### src/rtl/npc_pkg.sv
`timescale 1ns/1ps
package npc_pkg;
   // Select bundle for the three-stage cascade
   typedef struct packed {
      logic reg_n;    // stage 1: 0 picks register operand
      logic branch;   // stage 2: 1 picks branch target
      logic jump_n;   // stage 3: 0 picks jump target
   } npc_sel_t;

   localparam int unsigned NPC_ADDR_W_DEF = 32;
   localparam int unsigned NPC_IMM_W_DEF  = 16;
   localparam int unsigned NPC_JUMP_W_DEF = 26;
endpackage

### src/rtl/npc_target_calc.sv
`timescale 1ns/1ps
module npc_target_calc #(
   parameter int unsigned ADDR_W = 32,
   parameter int unsigned IMM_W  = 16,
   parameter int unsigned JUMP_W = 26
) (
   input  logic [ADDR_W-1:0] pc_q,
   input  logic [IMM_W-1:0]  imm,
   input  logic [JUMP_W-1:0] jump_field,
   output logic [ADDR_W-1:0] pc_plus1,
   output logic [ADDR_W-1:0] branch_tgt,
   output logic [ADDR_W-1:0] jump_tgt
);
   localparam int unsigned UPPER_W = ADDR_W - JUMP_W;
   localparam int unsigned EXT_W   = ADDR_W - IMM_W;

   logic [ADDR_W-1:0] imm_ext;

   generate
      if (IMM_W > ADDR_W) begin : g_bad_imm
         $error("npc_target_calc: IMM_W exceeds ADDR_W");
      end
      if (JUMP_W >= ADDR_W) begin : g_bad_jump
         $error("npc_target_calc: JUMP_W must be below ADDR_W");
      end
      if (IMM_W < ADDR_W) begin : g_sext
         assign imm_ext = {{EXT_W{imm[IMM_W-1]}}, imm};
      end else begin : g_full
         assign imm_ext = imm[ADDR_W-1:0];
      end
   endgenerate

   assign pc_plus1   = pc_q + ADDR_W'(1);
   assign branch_tgt = pc_plus1 + imm_ext;
   assign jump_tgt   = {pc_plus1[ADDR_W-1 -: UPPER_W], jump_field};

   // the increment steps by one and wraps at the top
   always_comb begin
      a_inc_r4: assert ((pc_plus1 - pc_q) == ADDR_W'(1) || $isunknown(pc_q));
   end
endmodule

### src/rtl/npc_mux_stage.sv
`timescale 1ns/1ps
module npc_mux_stage #(
   parameter int unsigned W      = 32,
   parameter bit          ALT_ON = 1'b1
) (
   input  logic         sel,
   input  logic [W-1:0] base,
   input  logic [W-1:0] alt,
   output logic [W-1:0] y
);
   generate
      if (W == 0) begin : g_bad_w
         $error("npc_mux_stage: W must be nonzero");
      end
   endgenerate

   always_comb begin
      y = (sel == ALT_ON) ? alt : base;
   end
endmodule

### src/rtl/npc_select_chain.sv
`timescale 1ns/1ps
module npc_select_chain
   import npc_pkg::*;
#(
   parameter int unsigned ADDR_W = 32,
   parameter int unsigned JUMP_W = 26
) (
   input  logic              clk,
   input  logic              rst,
   input  npc_sel_t          sel,
   input  logic [ADDR_W-1:0] reg_target,
   input  logic [ADDR_W-1:0] pc_plus1,
   input  logic [ADDR_W-1:0] branch_tgt,
   input  logic [ADDR_W-1:0] jump_tgt,
   input  logic [JUMP_W-1:0] jump_field,
   output logic [ADDR_W-1:0] next_pc
);
   logic [ADDR_W-1:0] s1_out;
   logic [ADDR_W-1:0] s2_out;

   // Stage 1: register operand when select is 0
   npc_mux_stage #(.W(ADDR_W), .ALT_ON(1'b0)) u_stage_reg (
      .sel(sel.reg_n), .base(pc_plus1), .alt(reg_target), .y(s1_out));
   // Stage 2: branch target when select is 1
   npc_mux_stage #(.W(ADDR_W), .ALT_ON(1'b1)) u_stage_branch (
      .sel(sel.branch), .base(s1_out), .alt(branch_tgt), .y(s2_out));
   // Stage 3: jump target when select is 0
   npc_mux_stage #(.W(ADDR_W), .ALT_ON(1'b0)) u_stage_jump (
      .sel(sel.jump_n), .base(s2_out), .alt(jump_tgt), .y(next_pc));

   p_reg_path_r5: assert property (@(posedge clk) disable iff (rst)
      (!sel.reg_n && !sel.branch && sel.jump_n) |-> next_pc == reg_target);
   p_inc_path_r5: assert property (@(posedge clk) disable iff (rst)
      (sel.reg_n && !sel.branch && sel.jump_n) |-> next_pc == pc_plus1);
   p_branch_wins_r6: assert property (@(posedge clk) disable iff (rst)
      (sel.branch && sel.jump_n) |-> next_pc == branch_tgt);
   p_jump_low_r7: assert property (@(posedge clk) disable iff (rst)
      !sel.jump_n |-> next_pc[JUMP_W-1:0] == jump_field);
   p_jump_high_r7: assert property (@(posedge clk) disable iff (rst)
      !sel.jump_n |-> next_pc[ADDR_W-1:JUMP_W] == pc_plus1[ADDR_W-1:JUMP_W]);
endmodule

### src/rtl/npc_pc_reg.sv
`timescale 1ns/1ps
module npc_pc_reg #(
   parameter int unsigned       ADDR_W     = 32,
   parameter logic [ADDR_W-1:0] START_ADDR = '0
) (
   input  logic              clk,
   input  logic              rst,
   input  logic              load,
   input  logic [ADDR_W-1:0] d,
   output logic [ADDR_W-1:0] q
);
   always_ff @(posedge clk) begin
      if (rst) begin
         q <= START_ADDR;
      end else if (load) begin
         q <= d;
      end
   end

   p_reset_start_r1: assert property (@(posedge clk)
      rst |=> q == START_ADDR);
   p_hold_r2: assert property (@(posedge clk) disable iff (rst)
      !load |=> $stable(q));
   p_load_r3: assert property (@(posedge clk) disable iff (rst)
      load |=> q == $past(d));
endmodule

### src/rtl/next_pc_unit.sv
`timescale 1ns/1ps
module next_pc_unit
   import npc_pkg::*;
#(
   parameter int unsigned       ADDR_W     = NPC_ADDR_W_DEF,
   parameter int unsigned       IMM_W      = NPC_IMM_W_DEF,
   parameter int unsigned       JUMP_W     = NPC_JUMP_W_DEF,
   parameter logic [ADDR_W-1:0] START_ADDR = ADDR_W'(32'h0000_0100)
) (
   input  logic              clk,
   input  logic              rst,
   input  logic              pc_load,
   input  logic              sel_reg_n,
   input  logic              sel_branch,
   input  logic              sel_jump_n,
   input  logic [ADDR_W-1:0] reg_target,
   input  logic [IMM_W-1:0]  imm,
   input  logic [JUMP_W-1:0] jump_field,
   output logic [ADDR_W-1:0] pc_q,
   output logic [ADDR_W-1:0] pc_plus1,
   output logic [ADDR_W-1:0] next_pc
);
   npc_sel_t          sel;
   logic [ADDR_W-1:0] branch_tgt;
   logic [ADDR_W-1:0] jump_tgt;

   generate
      if (ADDR_W < 2) begin : g_bad_addr
         $error("next_pc_unit: ADDR_W too small");
      end
   endgenerate

   assign sel = '{reg_n: sel_reg_n, branch: sel_branch, jump_n: sel_jump_n};

   npc_target_calc #(.ADDR_W(ADDR_W), .IMM_W(IMM_W), .JUMP_W(JUMP_W)) u_calc (
      .pc_q(pc_q), .imm(imm), .jump_field(jump_field),
      .pc_plus1(pc_plus1), .branch_tgt(branch_tgt), .jump_tgt(jump_tgt));

   npc_select_chain #(.ADDR_W(ADDR_W), .JUMP_W(JUMP_W)) u_chain (
      .clk(clk), .rst(rst), .sel(sel), .reg_target(reg_target),
      .pc_plus1(pc_plus1), .branch_tgt(branch_tgt), .jump_tgt(jump_tgt),
      .jump_field(jump_field), .next_pc(next_pc));

   npc_pc_reg #(.ADDR_W(ADDR_W), .START_ADDR(START_ADDR)) u_pc (
      .clk(clk), .rst(rst), .load(pc_load), .d(next_pc), .q(pc_q));
endmodule

### config.mk
export PLATFORM = sky130hd
export DESIGN_NAME = next_pc_unit
export DESIGN_NICKNAME = d
export VERILOG_FILES = /design/src/rtl/npc_pkg.sv /design/src/rtl/npc_target_calc.sv /design/src/rtl/npc_mux_stage.sv /design/src/rtl/npc_select_chain.sv /design/src/rtl/npc_pc_reg.sv /design/src/rtl/next_pc_unit.sv
export SDC_FILE = /design/constraint.sdc
export NUM_CORES = 1
export LEC_CHECK = 0
export ABC_AREA = 0
export BUFFER_PORTS_ARGS = -buffer_cell sky130_fd_sc_hd__buf_2
export CAP_MARGIN = 20
export CORE_MARGIN = 2
export CORE_UTILIZATION = 57
export DETAILED_ROUTE_END_ITERATION = 10
export PLACE_DENSITY = 0.95
export SLEW_MARGIN = 0
export SYNTH_ARGS = -nofsm -noshare
export SYNTH_HDL_FRONTEND = slang
export SYNTH_HIERARCHICAL = 1
export SYNTH_SLANG_ARGS = --single-unit
### constraint.sdc
create_clock -name clk -period 8.8 [get_ports clk]
set_input_delay 1.76 -clock clk [delete_from_list [all_inputs] [get_ports clk]]
set_output_delay 1.76 -clock clk [all_outputs]
set_load 0.05 [all_outputs]
# Word level (Yosys, flattened, before mapping)
# Cells that the tools add are included.
[totals]
register_bits = 32
inputBits = 80
output_inout_bits = 96
elab_cells = 6
[op_classes]
addsub = 2
n_mux = 3
[op_table]
columns = ["op", "count"]
rows = [
  ["2-to-1 mux 32 bit", 3],
  ["adder 32 x 1 -> 32 bit (second input constant)", 1],
  ["adder 32 bit", 1],
]

# Longest topological paths before layout
# Gate-level depths: netlist (run 1).
[logic_depth]
ltp_word = 4
mapped_depth = 19
ltp_nobuf = 19

# Cells and area by module
# Netlist (run 1), hierarchy kept.
[modules_own_cells]
columns = ["module", "instances", "cells_each", "area_per_inst_um2", "seq_area_each_um2"]
rows = [
  ["npc_target_calc", 1, 344, 2438.6, 0.0],
  ["npc_mux_stage", 3, 36, 544.3, 0.0],
  ["npc_pc_reg", 1, 103, 1166.1, 640.6],
]

# Least setup slack after synthesis (run 1)
# OpenSTA, ideal clock, no wires.
[synth_timing]
path_type = "register to output"
from = "reg u_pc.q[0]"
to = "out next_pc[29]"
t_arrival_ns = 4.804
setup_slack_ns = 2.236
path_stages_with_launch = 17
path_buffers = 0
cell_sequence = "dfxtp_1 -> ha_1 -> nand3_1 -> nor2_1 -> and2_0 -> nand3_1 -> xnor2_1 -> ha_1 -> a21o_1 -> o21ba_2 -> o22ai_1 -> nor3_1 -> o21ai_0 -> a221oi_1 -> xnor2_1 -> mux2_2 -> mux2_2"
[synth_between]
elab_chain_cells = 4
word_cells_on_any_way = 5
classes_between = "add/sub: 2; mux: 3"
[synth_rtl]
columns = ["item", "line_no", "rtl"]
rows = [
  ["from (decl)", "npc_pc_reg.sv:10", "output logic [ADDR_W-1:0] q"],
  ["from (signal assigned)", "npc_pc_reg.sv:14", "q <= START_ADDR;"],
  ["from (signal assigned)", "npc_pc_reg.sv:16", "q <= d;"],
  ["adder 32 x 1 -> 32 bit", "npc_target_calc.sv:33", "assign pc_plus1 = pc_q + ADDR_W'(1);"],
  ["named net pc_plus1[20]", "next_pc_unit.sv:20", "output logic [ADDR_W-1:0] pc_plus1,"],
  ["adder 32 bit", "npc_target_calc.sv:34", "assign branch_tgt = pc_plus1 + imm_ext;"],
  ["named net branch_tgt[29]", "next_pc_unit.sv:24", "logic [ADDR_W-1:0] branch_tgt;"],
  ["2-to-1 mux 32 bit", "npc_mux_stage.sv:18", "y = (sel == ALT_ON) ? alt : base;"],
  ["named net u_chain.s2_out[29]", "npc_select_chain.sv:19", "logic [ADDR_W-1:0] s2_out;"],
  ["2-to-1 mux 32 bit", "npc_mux_stage.sv:18", ""],
  ["to (decl)", "next_pc_unit.sv:21", "output logic [ADDR_W-1:0] next_pc"],
]
# The timed path passes the listed nets, and every way through them passes these cells.

# Worst setup path in the final report (run 1)
[layout_timing]
from = "in imm[0]"
to = "out next_pc[28]"
[layout_between]
elab_chain_cells = 3
[layout_rtl]
columns = ["item", "line_no", "rtl"]
rows = [
  ["from (decl)", "next_pc_unit.sv:17", "input logic [IMM_W-1:0] imm,"],
  ["adder 32 bit", "npc_target_calc.sv:34", ""],
  ["named net branch_tgt[28]", "next_pc_unit.sv:24", ""],
  ["2-to-1 mux 32 bit", "npc_mux_stage.sv:18", ""],
  ["named net u_chain.s2_out[28]", "npc_select_chain.sv:19", ""],
  ["2-to-1 mux 32 bit", "npc_mux_stage.sv:18", ""],
]
# The timed path passes the listed nets, and every way through them passes these cells.

==> flow_summary.ini, run 1 <==
[run_status]
status = complete, no violations

[worst_setup_path]
r2r_end = u_pc/q[29]$_SDFFE_PP0P_
max_stage_delay_ps = 410
path_max_fanout = 4
crit_path_end_kind = primary output
critPathLaunchType = input port
critPathTopFamily = compound AO/OA/AOI/OAI gates
reg2regPathDepth = 17
r2r_setup_slack_ps = 4160
critPathRequiredTime_ps = 7040
path_class = in -> out
endpoint = next_pc[28]
crit_buf_inv = 2
critPathArrivalTime_ps = 4980
reg2reg_from = u_pc/q[0]$_SDFFE_PP0P_
path_depth = 12
crit_chain = buf_2 > ha_1 > fa_1 > a21o_1 > a311o_1 > a31oi_2 > nand2_2 > a221o_1 > o311a_1 > mux2_4 > mux2_4 > buf_2
startpoint = imm[0]
worst_path_max_delay_cell = fa_1

[place]
preCtsSetupSlack_ps = 2130
placed_cells = 781
dp_hpwl_mm = 11.4
place_congestion = 0.980
portBuffers = 175

[power_and_ir_drop]
irDropWorstVdd_v = 0.0000999
internal_power_mw = 0.435
finalPower_mw = 0.890
pwr-share-seq = 0.200
power_density_nw_per_um2 = 154
p_comb_frac = 0.666
p_sw_frac = 0.512
clock_power_share = 0.134
switchingPower_mw = 0.455
leakage_nw = 3.09

[cts]
cts.sinks = 32
htreeDepth = 2
post_cts_resized = 0
cts_buffers = 5
cts_hold_buf = 0
clock_latency_ps = 300
cts_tree = done
post-cts-setup-buffers = 0
clk_path_buf_depth = 2
clkSlewWorstSetupHoldPaths_ps = 70
root_buffer = clkbuf_8

[yosys]
synth.avg_cell_area_um2 = 9.44
synth_seq_cells = 32
synth_top_area_frac = 0.258
synth_fp_nets = 672
syn_area_um2 = 5240
synth.most_common_cell = mux2_4
synth_common_cells = 90 x mux2_4, 45 x nor2_1, 44 x xnor2_1
synth_cells = 555
yosys-top-cells-area = mux2_4 26%, dfxtp_1 12%, ha_1 8.6%
ys.flop_type = dfxtp_1
synth_edf_count = 0
yosysWarnings = 6
ys_types = 55
seq_area_frac_synth = 0.122
ys_async_sr_fraction = 0
yosysTopAreaCell = mux2_4

[die]
die_w_um = 99.9
core-area_um2 = 8810
io_pins = 176
design.die.area_um2 = 9970
core.rowCount = 34
die_y_um = 99.9
initial_core_util = 0.595

[timing]
finalSetupViolCount = 0
layout_setup_ws_ps = 2060
min_period_ps = 6740
post-route-period-util = 0.765
finClkSkew_ps = 8.60
max_freq_mhz = 148
hold_viol = 0
rsz0062_at_grt = no
maxSlewHeadroom = 0.250
worst_slew_pin_slew_ps = 1120
setup_tns_ps = 0
finalMaxSlewViolations = 0

[worst_hold_path]
hold_path_class = reg -> reg
min_path_cells = 2

[detailed_routing]
routed_via_density = 6.07
drc = 0
drt_iter0_markers = 223
num_vias = 4780
wl_per_cell_um = 18.7
drt_wl_total_mm = 14.7
ant_nets = 0
drt_first_pass_iters = 5

[grt]
grt_pass1_wl_mm = 22.9
first_global_vias = 4784
grt_overflow_total = 0
grt_usage = 0.284
grt_max_degree = 34
grt_antenna_before_repair = 0

[cells_and_area]
multi_input_area_um2 = 4000
drive_gt1_frac = 0.421
nets = 797
top_register = u_pc/q
final.fill_count = 725
register_area_um2 = 641
utilization = 0.654
largestRegisters = u_pc/q (32)
syn2layout_area_growth_pct = 10.0
antennaDiodeCount = 0
final_cells = 788
largest_reg_flops = 32

[run]
maxCapViolCount = 0
## worst register-to-register path: cells and delay by family, from the launching register on
| family | cells | cell delay (ps) |
|---|---|---|
| simple gates | 5 | 970 |
| xor+xnor | 2 | 490 |
| mux | 3 | 690 |
| flops | 1 | 430 |
| compound gates | 5 | 1340 |
| fa+ha+maj | 2 | 560 |
## worst min-delay path by stage
stage,startpoint,endpoint,slack [ps]
2_1_floorplan,u_pc/q[31]$_SDFFE_PP0P_,u_pc/q[31]$_SDFFE_PP0P_,760
3_3_place_gp,u_pc/q[31]$_SDFFE_PP0P_,u_pc/q[31]$_SDFFE_PP0P_,520
3_5_place_dp,u_pc/q[31]$_SDFFE_PP0P_,u_pc/q[31]$_SDFFE_PP0P_,530
4_1_cts,u_pc/q[31]$_SDFFE_PP0P_,u_pc/q[31]$_SDFFE_PP0P_,550
5_1_grt,u_pc/q[21]$_SDFFE_PP0P_,u_pc/q[21]$_SDFFE_PP0P_,600
6_report,u_pc/q[31]$_SDFFE_PP0P_,u_pc/q[31]$_SDFFE_PP0P_,540
## cell usage in the layout (no fill, tap or decap), drive strengths merged, types with 2 or more instances in the layout
| master | count |
|---|---|
| nor2b | 2 |
| a31oi | 5 |
| ha | 36 |
| o21ba | 2 |
| and4 | 7 |
| nand2 | 41 |
| nand4 | 11 |
| nor3 | 4 |
| nor2 | 45 |
| nand3 | 16 |
| buf | 175 |
| or2 | 2 |
| o21bai | 5 |
| mux2 | 96 |
| o21ai | 19 |
| o21a | 3 |
| mux2i | 32 |
| and3 | 7 |
| a21oi | 30 |
| clkbuf | 5 |
| dfxtp | 32 |
| a211oi | 2 |
| and2 | 3 |
| xor2 | 16 |
| a21o | 11 |
| xnor2 | 44 |
| nand2b | 3 |
| inv | 7 |
## per-layer routing
metal  track usage  vias to the layer above  share of wire
li1              -                     2213              -
met1         0.325                     2231           0.40
met2         0.510                      283           0.48
met3        0.0585                       53          0.075
met4         0.124                        0          0.037
met5             0                        -              0
## per-stage QoR
stage	hold slack, ps	instance area (µm²)
6_report	544	5760
5_1_grt	605	5760
4_1_cts	548	5760
3_5_place_dp	535	5680
3_3_place_gp	522	5680
2_1_floorplan	759	5240
## cell type report
cell class | instances | area share
clock buffer | 5 | 0.0119
timing repair buffer | 175 | 0.152
clock inverter | 2 | 0.00217
sequential | 32 | 0.111
inverter | 7 | 0.00456
tap | 108 | 0.0235
multi-input combinational | 459 | 0.695
## cells by family after synthesis
| family | share of synthesized area |
|---|---|
| xor gates and xnor gates | 0.100 |
| and+or+nand+nor | 0.128 |
| muxes | 0.332 |
| DFF | 0.122 |
| buffers and inverters | 0.113 |
| AOI/OAI and AO/OA | 0.114 |
| adders and majority gates | 0.0898 |
## power by group through the flow
stage,sequential (mW),combinational [mW],clock [mW]
floorplan,0.220,0.444,0
global placement,0.179,0.570,0
detailed placement,0.181,0.584,0
CTS,0.177,0.587,0.121
global route,0.180,0.624,0.128
finish,0.178,0.593,0.120
Note: power is estimated with default switching activity, not from simulation.
==> run 2: changes to the inputs <==
--- a/config.mk
+++ b/config.mk
@@ -5,13 +5,13 @@
 export SDC_FILE = /design/constraint.sdc
 export NUM_CORES = 1
 export LEC_CHECK = 0
-export ABC_AREA = 0
+export ABC_AREA = 1
 export BUFFER_PORTS_ARGS = -buffer_cell sky130_fd_sc_hd__buf_2
 export CAP_MARGIN = 20
 export CORE_MARGIN = 2
-export CORE_UTILIZATION = 57
+export CORE_UTILIZATION = 54
 export DETAILED_ROUTE_END_ITERATION = 10
-export PLACE_DENSITY = 0.95
+export PLACE_DENSITY = 0.92
 export SLEW_MARGIN = 0
 export SYNTH_ARGS = -nofsm -noshare
 export SYNTH_HDL_FRONTEND = slang
==> constraint.sdc (replaced) <==
create_clock -name clk -period 6.5 [get_ports clk]
set_input_delay 1.3 -clock clk [delete_from_list [all_inputs] [get_ports clk]]
set_output_delay 1.3 -clock clk [all_outputs]
set_load 0.05 [all_outputs]
==> run 2 against run 1 <==
Clock power increased by 39%. Via count increased by 50%. Sequential power increased by 34%. Die area increased by 21%. Cell count increased by 74%. Worst setup slack got worse by 780 ps. Synthesized cell count increased by 100%. Worst hold slack got worse by 12 ps. Non-clock buffer count unchanged. Core utilization decreased by 5.0 points. Global-route usage increased by 3.6 points.
==> flow_summary.ini, run 2 <==
[timing]
post-route-period-util = 0.803
min_period_ps = 5220
maxSlewHeadroom = 0.278
finalMaxSlewViolations = 0
worst_slew_pin_slew_ps = 1080
hold_viol = 0
setup_tns_ps = 0
rsz0062_at_grt = no
finClkSkew_ps = 7.18
finalSetupViolCount = 0
max_freq_mhz = 192

[cells_and_area]
design_area_um2 = 6550
final.fill_count = 1138
largestRegisters = u_pc/q (32)
largest_reg_flops = 32
nets = 1351
utilization = 0.604
multi_input_area_um2 = 4260
syn2layout_area_growth_pct = 8.77
antennaDiodeCount = 0
top_register = u_pc/q
final_common_cell = nand2_1
drive_gt1_frac = 0.192
mostFrequentLayoutCells = 524 x nand2_1, 175 x buf_2, 125 x inv_1, 119 x nor2_1, 41 x nand3_1
register_area_um2 = 641

[yosys]
yosys-top-cells-area = nand2_1 33%, dfxtp_1 11%, inv_1 7.8%
yosysWarnings = 6
syn_area_um2 = 6020
synth_seq_cells = 32
seq_area_frac_synth = 0.106
synth_compound_area_frac = 0.0469
ys.flop_type = dfxtp_1
synthXorXnorAreaFrac = 0.0625
synthSimpleGateAreaFrac = 0.519
synth_cells = 1115
synth.most_common_cell = nand2_1
synth_fa_ha_area_frac = 0.0781
ys_types = 36
synth_edf_count = 0
synth.mux.area_fraction = 0
synth_top_family_by_area = simple AND/OR/NAND/NOR gates
yosysTopAreaCell = nand2_1
synth_fp_nets = 1232
synth_top_area_frac = 0.327
ys_async_sr_fraction = 0
synth.avg_cell_area_um2 = 5.40
synth_common_cells = 524 x nand2_1, 125 x inv_1, 119 x nor2_1

[worst_setup_path]
r2r_setup_slack_ps = 2810
r2r_end = u_pc/q[31]$_SDFFE_PP0P_
worst_path_max_delay_cell = dfxtp_1
startpoint = u_pc/q[0]$_SDFFE_PP0P_
crit_buf_inv = 5
reg2reg_from = u_pc/q[0]$_SDFFE_PP0P_
path_depth = 26
path_class = reg -> out
critPathTopFamily = simple AND/OR/NAND/NOR gates
path_max_fanout = 5
max_stage_delay_ps = 390
critPathArrivalTime_ps = 3920
critPathLaunchType = flop
critPathRequiredTime_ps = 5200
crit_top_cell = nand2_1
crit_path_end_kind = primary output
endpoint = next_pc[31]
reg2regPathDepth = 29

[detailed_routing]
num_vias = 7148
routedLengthMet1_mm = 8.11
drt_iter0_markers = 602
top_layer = met4
routed_via_density = 5.20
drt_first_pass_iters = 5
routed-wl-met3_mm = 1.70
drc = 0
dr_wl_met2_mm = 8.74
drt_wl_total_mm = 19.4
ant_nets = 0
wl_per_cell_um = 14.1

[die]
design.die.area_um2 = 12000
initial_core_util = 0.556
io_pins = 176
die_w_um = 110
core.rowCount = 38
die_y_um = 110
core-area_um2 = 10800

[grt]
grt_antenna_before_repair = 0
grt_pass1_wl_mm = 30.2
first_global_vias = 6361
grt_usage = 0.320
grt_overflow_total = 0
grt_max_degree = 65

[place]
dp_hpwl_mm = 15.8
placed_area_um2 = 6450
portBuffers = 175
place_congestion = 0.985

[power_and_ir_drop]
clock_power_share = 0.150
switchingPower_mw = 0.617
pwr-share-seq = 0.214
leakage_nw = 4.14
p_comb_frac = 0.636
power_density_nw_per_um2 = 170
internal_power_mw = 0.499
irDropWorstVdd_v = 0.000133
p_sw_frac = 0.553

[cts]
htreeDepth = 2
cts_hold_buf = 0
clk_path_buf_depth = 2
root_buffer = clkbuf_8
cts_tree = done
clkSlewWorstSetupHoldPaths_ps = 70
cts_buffers = 5
post-cts-setup-buffers = 0
cts.sinks = 32
post_cts_resized = 0
clock_latency_ps = 280

[run]
maxCapViolCount = 0

[run_status]
status = complete, no violations

[worst_hold_path]
hold_path_class = reg -> reg
## run 2: cell count changes after synthesis, sizes merged, moves of 10 or more
cell,change
xnor2,-32
mux2,-96
a21o,-10
mux2i,-32
inv,+122
nor3,+10
nor2,+82
nand3,+25
xor2,+15
nand2,+521
## run 2: cells by family after synthesis
group,Yosys count
AND/OR/NAND/NOR,760
AO/OA/AOI/OAI,51
buffers and inverters,192
XOR/XNOR,43
flip-flops,32
adder cells (fa/ha/maj),37
## run 2: worst min-delay path: stages, from the launching register on
cell     delay [ps]
dfxtp_1         350
nor2_1          100
nor2_1           50
## run 2: final cells by class
class | count | area share
well taps | 140 | 0.0267
repair buffers | 175 | 0.134
multi-input cells | 891 | 0.650
clock buffers | 7 | 0.0147
flip-flops and latches | 32 | 0.0978
inverters | 129 | 0.0773
## run 2: stage by stage
step / hold slack [ps] / worst slack (ps) / instances / total power, mW
finish: 532 / 1280 / 1374 / 1.12
global placement: 502 / 1620 / 1367 / 0.936
global route: 558 / 844 / 1374 / 1.19
floorplan: 720 / 943 / 1115 / 0.796
detailed placement: 526 / 1600 / 1367 / 0.942
CTS: 537 / 1310 / 1374 / 1.11
## run 2: routing by layer
layer / up-vias / track usage
met2: 369 / 0.559
met4: 0 / 0.137
met1: 3124 / 0.395
met3: 62 / 0.0379
li1: 3593 / -
met5: - / 0
## run 2: worst min-delay path by stage
stage               slack [ps]                       to  cells after the start                    start
floorplan                  720  u_pc/q[28]$_SDFFE_PP0P_                      2  u_pc/q[28]$_SDFFE_PP0P_
global placement           500   u_pc/q[1]$_SDFFE_PP0P_                      2   u_pc/q[1]$_SDFFE_PP0P_
detailed placement         530   u_pc/q[1]$_SDFFE_PP0P_                      2   u_pc/q[1]$_SDFFE_PP0P_
CTS                        540  u_pc/q[13]$_SDFFE_PP0P_                      2  u_pc/q[13]$_SDFFE_PP0P_
global route               560   u_pc/q[0]$_SDFFE_PP0P_                      2   u_pc/q[0]$_SDFFE_PP0P_
finish                     530  u_pc/q[13]$_SDFFE_PP0P_                      2  u_pc/q[13]$_SDFFE_PP0P_
## run 2: power by group through the flow
stage	Sequential, mW	Clock [mW]	Combinational [mW]
global route	0.241	0.177	0.774
finish	0.238	0.167	0.710
detailed placement	0.242	0	0.700
global placement	0.242	0	0.694
floorplan	0.290	0	0.506
CTS	0.238	0.171	0.703
==> run 3: changes to the inputs <==
==> constraint.sdc (replaced) <==
create_clock -name clk -period 4.86 [get_ports clk]
set_input_delay 0.972 -clock clk [delete_from_list [all_inputs] [get_ports clk]]
set_output_delay 0.972 -clock clk [all_outputs]
set_load 0.05 [all_outputs]
==> run 3 against run 2 <==
Die area unchanged. Design area rose by 4.7%. Sequential power is 36% higher. Sequential share of layout area is 0.20 points lower. First-iteration DRC count grew 18%. Register-to-register slack got worse by 1600 ps. Wire length is 3.3% higher. Total power up 41%. Sequential cell count did not move. Clock skew rose by 4.9 ps. Clock power increased by 50%. Critical endpoint is now next_pc[23]. Largest cell class unchanged.
==> flow_summary.ini, run 3 (synthesis gave the netlist of run 2 again) <==
[worst_setup_path]
critPathTopFamily = simple AND/OR/NAND/NOR gates
crit_path_end_kind = primary output
crit_top_cell = nand2_1
path_class = reg -> out
critPathRequiredTime_ps = 3890
critPathLaunchType = flop
crit_buf_inv = 3
max_stage_delay_ps = 430
worst_path_max_delay_cell = dfxtp_1
crit_chain = nand2_2 > nor2_2 > nand2_2 > nor3_2 > xnor2_1 > inv_1 > ha_2 > nand2_1 > nor2_1 > inv_1 > nor2_1 > nand2_1 > nand2_1 > nand2_1 > nand3_1 > nand2_1 > nand2_1 > nand2_1 > nand2_1 > nand2_1 > nand2_1 > clkbuf_4
critPathArrivalTime_ps = 3750
path_max_fanout = 5

[grt]
first_global_vias = 6410
grt_usage = 0.316
grt_pass1_wl_mm = 29.9
grt_antenna_before_repair = 0
grt_overflow_total = 0
grt_max_degree = 65

[timing]
worst_slew_pin_slew_ps = 1050
maxSlewHeadroom = 0.301
hold_viol = 0
max_freq_mhz = 212
post-route-period-util = 0.972
finClkSkew_ps = 12.1
whs_ps = 513
min_period_ps = 4720
finalSetupViolCount = 0
finalMaxSlewViolations = 0

[cells_and_area]
utilization = 0.633
nets = 1353
mostFrequentLayoutCells = 521 x nand2_1, 161 x buf_2, 122 x inv_1, 109 x nor2_1, 41 x nand3_1
syn2layout_area_growth_pct = 13.9
final_common_cell = nand2_1
antennaDiodeCount = 0
top_register = u_pc/q
largestRegisters = u_pc/q (32)
largest_reg_flops = 32
final_cells = 1377
drive_gt1_frac = 0.236

[power_and_ir_drop]
clock_power_share = 0.159
p_comb_frac = 0.636
internal_power_mw = 0.719
power_density_nw_per_um2 = 229
irDropWorstVdd_v = 0.000288
pwr-share-seq = 0.205
switchingPower_mw = 0.854
leakage_nw = 4.19
p_sw_frac = 0.543

[detailed_routing]
drc = 0
wl_per_cell_um = 14.6
num_vias = 7400
routed_via_density = 5.37
drt_wl_total_mm = 20.1
ant_nets = 0
drt_iter0_markers = 713
drt_first_pass_iters = 6

[die]
initial_core_util = 0.556
core-area_um2 = 10800
die_y_um = 110
io_pins = 176
design.die.area_um2 = 12000
die_w_um = 110
core.rowCount = 38

[cts]
cts_tree = done
cts.sinks = 32
root_buffer = clkbuf_8
cts_buffers = 5
htreeDepth = 2
clk_path_buf_depth = 2
clkSlewWorstSetupHoldPaths_ps = 70
clock_latency_ps = 290

[worst_hold_path]
hold_path_class = reg -> reg

[place]
dp_hpwl_mm = 15.6
portBuffers = 175
place_congestion = 1.06
placed_cells = 1368

[run_status]
status = complete, no violations

[run]
maxCapViolCount = 0
## run 3: cell types whose count changed in the layout (fill, tap and decap cells not counted), sizes merged
cell,before,now
clkbuf,7,14
buf,175,169
bufinv,0,1
clkinv,0,1
clkinvlp,0,1
inv,129,128
## run 3: worst paths after layout
check,start,depth (start not counted),to,slack [ps]
worst min register to register,u_pc/q[2]$_SDFFE_PP0P_,2,u_pc/q[2]$_SDFFE_PP0P_,510
worst min-delay path,u_pc/q[2]$_SDFFE_PP0P_,2,u_pc/q[2]$_SDFFE_PP0P_,510
worst max register to register,u_pc/q[0]$_SDFFE_PP0P_,26,u_pc/q[27]$_SDFFE_PP0P_,1250
worst max-delay path,u_pc/q[4]$_SDFFE_PP0P_,22,next_pc[23],140
## run 3: worst min-delay path: cells and delay by family, from the launching register on
family           cells  cell delay [ps]
DFF                  1              350
and+or+nand+nor      2              140
## run 3: power groups by stage
stage / Combinational, mW / Sequential (mW) / Clock (mW)
after floorplan: 0.679 / 0.389 / 0
after global placement: 0.924 / 0.324 / 0
after detailed placement: 0.935 / 0.325 / 0
after CTS: 0.940 / 0.320 / 0.253
after global routing: 1.07 / 0.326 / 0.264
final: 1.00 / 0.323 / 0.250
## run 3: layer usage
layer,up-vias,routed length [µm],track usage
li1,3584,-,-
met1,3233,7630,0.417
met2,498,9120,0.520
met3,85,2510,0.0415
met4,0,814,0.128
met5,-,0,0
## run 3: final cells by class
cell class                      instances  area (µm²)
Inverter                              129         510
Clock buffer                            6        72.6
Timing Repair Buffer                  177         937
Multi-Input combinational cell        891        4470
Tap cell                              140         175
Sequential cell                        32         657
Clock inverter                          2        35.0
Fill cell                            1032        3980
## run 3: what timing repair did
| action | CTS | global route |
|---|---|---|
| setup buffers | 0 | 1 |
| resized for setup | 0 | 76 |
| hold buffers | 0 | 0 |
| endpoints found under the setup margin | 0 | 20 |
## run 3: per-stage QoR
step / setup slack (ps) / setup TNS [ps] / total power [mW] / cell area, µm²
global route: -88.5 / -398 / 1.67 / 6860
floorplan: 47.7 / 0 / 1.07 / 6080
detailed placement: 425 / 0 / 1.26 / 6520
CTS: 98.5 / 0 / 1.51 / 6630
global placement: 496 / 0 / 1.25 / 6520
finish: 135 / 0 / 1.57 / 6860
